==> src/rtl/usb_ep_hs_ctrl.sv <==
module usb_ep_hs_ctrl #(
  parameter int N_EP = 7,
  localparam int EPW = (N_EP > 1) ? $clog2(N_EP) : 1
) (
  input  logic           clk,
  input  logic           rst_n,
  input  logic           cfg_we,
  input  logic [1:0]     cfg_addr,
  input  logic [EPW-1:0] cfg_ep,
  input  logic [7:0]     cfg_wdata,
  output logic [7:0]     cfg_rdata,
  input  logic           tok_valid,
  input  logic [1:0]     tok_kind,
  input  logic [EPW-1:0] tok_ep,
  input  logic           ack_valid,
  input  logic [EPW-1:0] ack_ep,
  input  logic           txdone_valid,
  input  logic [EPW-1:0] txdone_ep,
  output logic           hs_valid,
  output logic [1:0]     hs_kind,
  output logic [EPW-1:0] hs_ep,
  output logic           hs_odd
);
  localparam logic [EPW-1:0] LAST = EPW'(N_EP - 1);
  localparam logic [1:0] T_CTRL = 2'd0, T_ISO = 2'd1;
  localparam logic [1:0] K_OUT = 2'b01, K_IN = 2'b10, K_SETUP = 2'b11;
  localparam logic [1:0] H_DATA = 2'd0, H_ACK = 2'd1, H_NAK = 2'd2, H_STALL = 2'd3;

  logic [N_EP-1:0] en_q, dir_q, tog_q, stall_q, txrdy_q, ssent_q, setup_q, pp_q;
  logic [N_EP-1:0][1:0] typ_q;

  logic rsp_v;
  logic [1:0] rsp_k;

  wire tk_ok     = tok_valid && (tok_kind != 2'b00) && (tok_ep <= LAST);
  wire [1:0] tk_typ = typ_q[tok_ep];
  wire tk_ctrl   = (tk_typ == T_CTRL);
  wire tk_dir_ok = tk_ctrl || ((tok_kind == K_IN) == dir_q[tok_ep]);
  wire setup_hit = rsp_v && (tok_kind == K_SETUP);

  always_comb begin
    rsp_v = 1'b0;
    rsp_k = H_NAK;
    if (tk_ok && en_q[tok_ep]) begin
      if (tok_kind == K_SETUP) begin
        if (tk_ctrl) begin
          rsp_v = 1'b1;
          rsp_k = H_ACK;
        end
      end else if (tk_dir_ok) begin
        rsp_v = 1'b1;
        if (stall_q[tok_ep])       rsp_k = H_STALL;
        else if (tok_kind == K_IN) rsp_k = txrdy_q[tok_ep] ? H_DATA : H_NAK;
        else if (tk_typ == T_ISO)  rsp_v = 1'b0;
        else                       rsp_k = H_ACK;
      end
    end
  end

  always_ff @(posedge clk or negedge rst_n) begin
    if (!rst_n) begin
      en_q <= '0; dir_q <= '0; tog_q <= '0; stall_q <= '0; txrdy_q <= '0;
      ssent_q <= '0; setup_q <= '0; pp_q <= '0; typ_q <= '0;
      hs_valid <= 1'b0; hs_kind <= 2'd0; hs_ep <= '0; hs_odd <= 1'b0;
    end else begin
      if (cfg_we && cfg_addr == 2'd2) pp_q <= cfg_wdata[N_EP-1:0];
      for (int i = 0; i < N_EP; i++) begin
        if (cfg_we && cfg_ep == EPW'(i)) begin
          if (cfg_addr == 2'd0) begin
            en_q[i]  <= cfg_wdata[0];
            dir_q[i] <= cfg_wdata[1];
            tog_q[i] <= cfg_wdata[2];
            typ_q[i] <= cfg_wdata[4:3];
          end else if (cfg_addr == 2'd1) begin
            txrdy_q[i] <= txrdy_q[i] | cfg_wdata[0];
            stall_q[i] <= cfg_wdata[1];
            ssent_q[i] <= ssent_q[i] & ~cfg_wdata[2];
            setup_q[i] <= setup_q[i] & ~cfg_wdata[3];
          end
        end
        if (rsp_v && tok_ep == EPW'(i)) begin
          if (rsp_k == H_STALL) ssent_q[i] <= 1'b1;
          if (setup_hit) begin
            setup_q[i] <= 1'b1;
            tog_q[i]   <= 1'b1;
          end
        end
        if (ack_valid && ack_ep == EPW'(i) && txrdy_q[i] && typ_q[i] != T_ISO) begin
          txrdy_q[i] <= 1'b0;
          tog_q[i]   <= ~tog_q[i];
        end
        if (txdone_valid && txdone_ep == EPW'(i) && typ_q[i] == T_ISO)
          txrdy_q[i] <= 1'b0;
      end
      hs_valid <= rsp_v;
      hs_kind  <= rsp_v ? rsp_k : 2'd0;
      hs_ep    <= rsp_v ? tok_ep : '0;
      hs_odd   <= rsp_v && (rsp_k == H_DATA) && tog_q[tok_ep];
    end
  end

  always_comb begin
    cfg_rdata = 8'h00;
    case (cfg_addr)
      2'd0: if (cfg_ep <= LAST)
              cfg_rdata = {3'b000, typ_q[cfg_ep], tog_q[cfg_ep], dir_q[cfg_ep], en_q[cfg_ep]};
      2'd1: if (cfg_ep <= LAST)
              cfg_rdata = {4'h0, setup_q[cfg_ep], ssent_q[cfg_ep], stall_q[cfg_ep], txrdy_q[cfg_ep]};
      2'd2: cfg_rdata = 8'(pp_q);
      default: cfg_rdata = 8'h00;
    endcase
  end
endmodule

==> config.mk <==
export PLATFORM = sky130hd
export DESIGN_NAME = usb_ep_hs_ctrl
export DESIGN_NICKNAME = d
export VERILOG_FILES = /design/src/rtl/usb_ep_hs_ctrl.sv
export SDC_FILE = /design/constraint.sdc
export NUM_CORES = 1
export LEC_CHECK = 0
export BUFFER_PORTS_ARGS = -buffer_cell sky130_fd_sc_hd__buf_2
export CORE_MARGIN = 2
export CORE_UTILIZATION = 55
export CTS_CLUSTER_DIAMETER = 150
export CTS_CLUSTER_SIZE = 14
export DETAILED_ROUTE_END_ITERATION = 10
export HOLD_SLACK_MARGIN = 0.05
export PLACE_DENSITY = 0.84
export SLEW_MARGIN = 15
export SYNTH_ARGS = -nofsm -noshare
export SYNTH_HDL_FRONTEND = slang
export SYNTH_SLANG_ARGS = --single-unit
==> constraint.sdc <==
create_clock -name clk -period 2.85 [get_ports clk]
set_clock_uncertainty 0.15 [all_clocks]
set_input_delay 0.285 -clock clk [delete_from_list [all_inputs] [get_ports clk]]
set_output_delay 0.285 -clock clk [all_outputs]
set_load 0.1 [all_outputs]
* After elaboration in Yosys (flattened, before gate mapping) *
Cells that the tools add are included.

cells by class
  magnitude comparators = 4
  equality and inequality tests = 52
  mux-type cells = 188
  bitwise operators = 31
  reduce and logical (&&, ||, !) cells = 100

operators with widths
  cell                                                         number
  2-to-1 mux 1 bit                                             159
  logical AND 1 bit                                            56
  AND reduction 3 bit                                          14
  nonzero test 3 bit                                           14
  binary-select mux 1 bit (select 3 bit)                       12
  == test 3 bit (second input constant)                        12
  == test 3 x 2 -> 1 bit (second input constant)               8
  one-hot mux 8 bit (3 select lines)                           1
  2-to-1 mux 2 bit                                             11
  == test 2 x 1 -> 1 bit (second input constant)               9
  inequality test 3 x 1 -> 1 bit (second input constant)       6
  bitwise AND 1 bit                                            14
  inequality test 2 x 1 -> 1 bit (second input constant)       7
  AND reduction 2 bit                                          7
  binary-select mux 2 bit (select 3 bit)                       2
  == test 3 x 1 -> 1 bit (second input constant)               4
  logical NOT 3 bit                                            4
  NOT 1 bit                                                    10
  == test 2 bit (second input constant)                        4
  less-than comparator 3 x 4 -> 1 bit (second input constant)  2
  bitwise OR 1 bit                                             7
  <= comparator 3 bit (second input constant)                  2
  logical NOT 2 bit                                            3
  2-to-1 mux 5 bit                                             1
  6 further kinds                                              6

word-level totals
  bits in registers = 77
  input port bits = 30
  output and inout bits = 15
  word-level logic and storage cells = 418

* Depth between registers and ports, before layout *
  depth after elaboration = 13
  mapped depth = 9
  mapped depth without buffers = 6

* Least setup slack after synthesis *
OpenSTA, ideal clock, no wires.

  path kind = input port to output port
  start point = input port cfg_ep[1]
  end point = output port cfg_rdata[2]
  arrival time = 3587 ps
  required time = 2415 ps
  setup slack = -1172 ps
  cell stages on the path = 7
  path buffers = 2
  cells stage by stage = clkbuf_1 clkbuf_1 mux4_2 nor2_1 a211oi_1 a21oi_1 o21ai_0

between the ends
  longest elaborated chain between the ends = 4
  elaborated cells on any way between the ends = 8
  classes of those cells = order compare (1); mux (7)

ends and longest elaborated chain
  item                                                              RTL line  RTL
  start, declared                                                   9         input logic [EPW-1:0] cfg_ep,
  binary-select mux 1 bit (select 3 bit), on equally long branches  108, 106
  2-to-1 mux 1 bit, on equally long branches                        108, 106
  2-to-1 mux 4 bit or 2-to-1 mux 5 bit (tied branches)              107, 105
  one-hot mux 8 bit (3 select lines) *                              104       case (cfg_addr)
  end, declared                                                     11        output logic [7:0] cfg_rdata,

Mark *: on every way between the ends. The rest lies on a longest branch, timed or not. The select of a mux whose other input is x is not followed.

* Worst setup path in the final report *
  start point = register en_q[3]
  end point = output port cfg_rdata[0]

between the ends
  longest elaborated chain between the ends = 4

ends and longest elaborated chain
  item                                    RTL line  RTL
  start, declared                         29        logic [N_EP-1:0] en_q, dir_q, tog_q, stall_q, txrdy_q, ssent_q, setup_q, pp_q;
  start signal, assigned by index         70        en_q[i] <= cfg_wdata[0];
  binary-select mux 1 bit (select 3 bit)  106       cfg_rdata = {3'b000, typ_q[cfg_ep], tog_q[cfg_ep], dir_q[cfg_ep], en_q[cfg_ep]};
  2-to-1 mux 1 bit (implied by the code)  106
  2-to-1 mux 5 bit                        105       2'd0: if (cfg_ep <= LAST)
  one-hot mux 8 bit (3 select lines)      104

Every way passes these cells. The select of a mux whose other input is x is not followed.

==> results.cfg <==
[job]
cap_violations = 0

[floorplanning]
row_count = 33
floorplan.initialDensity_pct = 56.16
floorplan.die.width_um = 95.14
pin_count = 45
floorplan.core_area_um2 = 8134
die_height_um = 95.14
die-area_um2 = 9051

[synthesis]
yosys_warn_count = 0
gate_count_of_the_mapped_netlist = 450
netlist_area_um2 = 4568
post_synth.cell_area_avg_um2 = 10.15
synth-seq-area-share_pct = 42.18
synth.lib_cells_used.distinct = 56
synth_async_sr_flop_share_pct = 100.0
synth-edff-count = 0
dominantRegCellSynth = dfrtp_1
yosys_register_bits = 77
syn-num-nets = 480

[layout]
syn2layout_area_growth_pct = 13.67
register_area_um2 = 1927
drive_above_1_share_pct = 26.59
final_common_cell = dfrtp_1
multi_input_area_um2 = 2486
post_layout_net_count = 531
design_area_um2 = 5192
fillers = 670
final_cell_mix = dfrtp_1, nand2_1, buf_2
antenna-diode-count = 0

[power]
power_frac_clock_pct = 21.5
p_comb_share_pct = 31.3
leakage_uw = 0.002260
vdd.ir_drop.worst_v = 0.0002908
internal_power_uw = 2060
cellPowerDensity_nw_per_um2 = 618.2
p_sw_share_pct = 35.82
power.switching_uw = 1150
sequentialPowerShare_pct = 47.2

[routing]
num_vias = 4085
drtPass1Iterations = 7
routedWlPerCell_um = 21.99
via_per_inst = 6.708
postRouteAntennaNets = 0
remaining_drc_errors = 0
postRouteWirelength_mm = 13.39
drt_first_iter_violations = 551

[clocking]
clk_path_buf_depth = 2
clock_tree_from_tritoncts = done
tritoncts.num_buffers = 9
htree_levels = 3
worst_setup_hold_path_clk_slew_ns = 0.08
worst_skew_pair_latency_ns = 0.34
cts_root_buf = clkbuf_8
postCtsSetupRepairBufs = 0
tritoncts_num_sinks = 77
post_cts.resized_instances = 0

[worst_setup_path]
setup.worst_path.end_class = output pin
cp_slowest_stage_delay_ns = 0.48
crit_path_start = en_q[3]$_DFFE_PN0P_
rr_startpoint = dir_q[6]$_DFFE_PN0P_
timing.critical_path.slowest_stage_cell = mux4_2
worstSetupStartpointType = flop
critical_path_peak_fanout = 3
path_buf_inv = 1
setup.worst_path.class = flop to output pin
timing.critical_path.required_ns = 2.41
timing.critical_path.cells = mux4_2 > nor2_1 > a211o_1 > a21oi_1 > a221o_1 > buf_12
timing.critical_path.max_delay_family = compound AO/OA/AOI/OAI gates
arrival_ns = 2.04

[sta]
setup_repair_after_global_routing_missed_its_margin = no
min_period_ns = 2.475
setup-tns-final_ns = 0
fmaxAchievable_ghz = 0.4040
timing_hold_violations_final = 0
worst_pin_slew_ns = 0.9664
finalSetupViolCount = 0
final_max_slew_violation_count = 0
finalCritPeriodShare_pct = 86.86
relSlewSlack_pct = 35.57

[global_routing]
grt_start_max_net_pins = 78
globalRouteOverflowTotal = 0
initial_antenna_violation_count = 0
number_of_global_route_vias_before_repair = 3982
first_pass_grt_wire_length_mm = 21.40
gr-usage-all-layers_pct = 31.72

[placed_design]
last_weighted_congestion_value_of_the_routability_driven_placer = 1.058
hpwl_mm = 9.786
placement.io_buffers = 42
placement.cell_area_um2 = 5016

[status]
outcome = finished clean

[worst_hold_path]
worst_hold_path_type = primary input to flop
hold_start = txdone_ep[1]
[worst register-to-register path: cells and delay by family (launching register included)]
family | cells | cell delay [ns]
AND/OR/NAND/NOR | 1 | 0.21
multiplexers | 1 | 0.27
AO/OA/AOI/OAI | 4 | 1.19
flip-flops | 1 | 0.40
[through the flow]
stage | util (%) | power [uW] | cells | hold slack (ns) | setup slack (ns)
final | 63.84 | 3210 | 609 | 0.1624 | 0.3746
after global routing | 63.84 | 3384 | 609 | 0.1759 | 0.2683
after CTS | 63.84 | 3187 | 609 | 0.1525 | 0.3798
after detailed placement | 61.67 | 2511 | 592 | 0.3212 | 0.2696
after global placement | 61.67 | 2464 | 592 | 0.3159 | 0.3088
after floorplan | - | 2196 | 450 | -0.1606 | 0.1032
[sequential cells by signal, summed over array words and instances (netlist names), 2 cells and up]
| signal | flops |
|---|---|
| typ_q | 14 |
| dir_q | 7 |
| en_q | 7 |
| pp_q | 7 |
| setup_q | 7 |
| ssent_q | 7 |
| stall_q | 7 |
| tog_q | 7 |
| txrdy_q | 7 |
| hs_ep | 3 |
| hs_kind | 2 |
[metal layers]
metal	vias to the layer above	track usage, %	part of all wire [%]
met2	234	47.42	46
met1	2003	42.11	40
met4	0	21.01	6.1
met3	57	5.929	7.7
met5	-	0	0
li1	1791	-	-
[path summary, 6_finish.rpt]
| path | to | slack, ns | cells after the start |
|---|---|---|---|
| setup / recovery | cfg_rdata[0] | 0.37 | 6 |
| hold / removal | txrdy_q[6]$_DFFE_PN0P_ | 0.16 | 3 |
| setup reg to reg | ssent_q[0]$_DFF_PN0_ | 0.52 | 6 |
| hold reg to reg | ssent_q[2]$_DFF_PN0_ | 0.34 | 2 |
| max in group asynchronous | pp_q[5]$_DFFE_PN0P_ | 1.42 | 2 |
| min in group asynchronous | hs_kind[0]$_DFF_PN0_ | 0.50 | 2 |
[synthesized netlist by cell type, drive strengths merged, types with 3 or more instances]
library cell  instances  area (um^2)
a211oi                9        67.56
o32a                  4        40.04
nor4b                 3        32.53
nor4                  7        43.79
o31ai                 7        52.55
nand4                 7        43.79
nand3                 7        35.03
a22oi                 6        45.04
mux4                 11        247.7
mux2i                22        220.2
a311oi                4        35.03
nor3b                 8        60.06
a21oi                27        135.1
o21ai                30        153.9
nor2b                12        75.07
nor2                 25        93.84
clkbuf               14        52.55
a2bb2oi               4        41.29
inv                  12        45.04
nand2b                7        43.79
o22a                  3        26.28
mux2                 36        409.1
nor3                 12        60.06
dfrtp                77         1927
nand2                56        217.7
buf                   9        67.55
and2                  6        40.04
[power by group through the flow]
stage	Combinational (uW)	Sequential, uW	Clock [uW]
after detailed placement	988	1520	0
final	1010	1510	691
after global placement	959	1510	0
after global routing	1080	1540	763
after CTS	993	1500	691
after floorplan	714	1480	0
[cell families after synthesis]
group | synth area share (%)
AO/OA/AOI/OAI | 17.94
buffers and inverters | 3.697
flip-flops | 42.18
multiplexers | 19.20
other | 0.08209
AND/OR/NAND/NOR | 16.90
[layout make-up]
type                       instances  share of cell area (%)
multi-input combinational        337                   47.88
sequential                        77                   37.11
timing repair buffer              63                   8.723
clock buffer                      11                   2.530
tap                              105                   2.530
inverter                          13                  0.9398
clock inverter                     3                  0.2892
[what timing repair did]
action / CTS / global route
endpoints found under the hold margin: 79 / 0
setup endpoints to repair: 0 / 0
hold buffers: 3 / 0
Power figures use the tool's default switching activity.
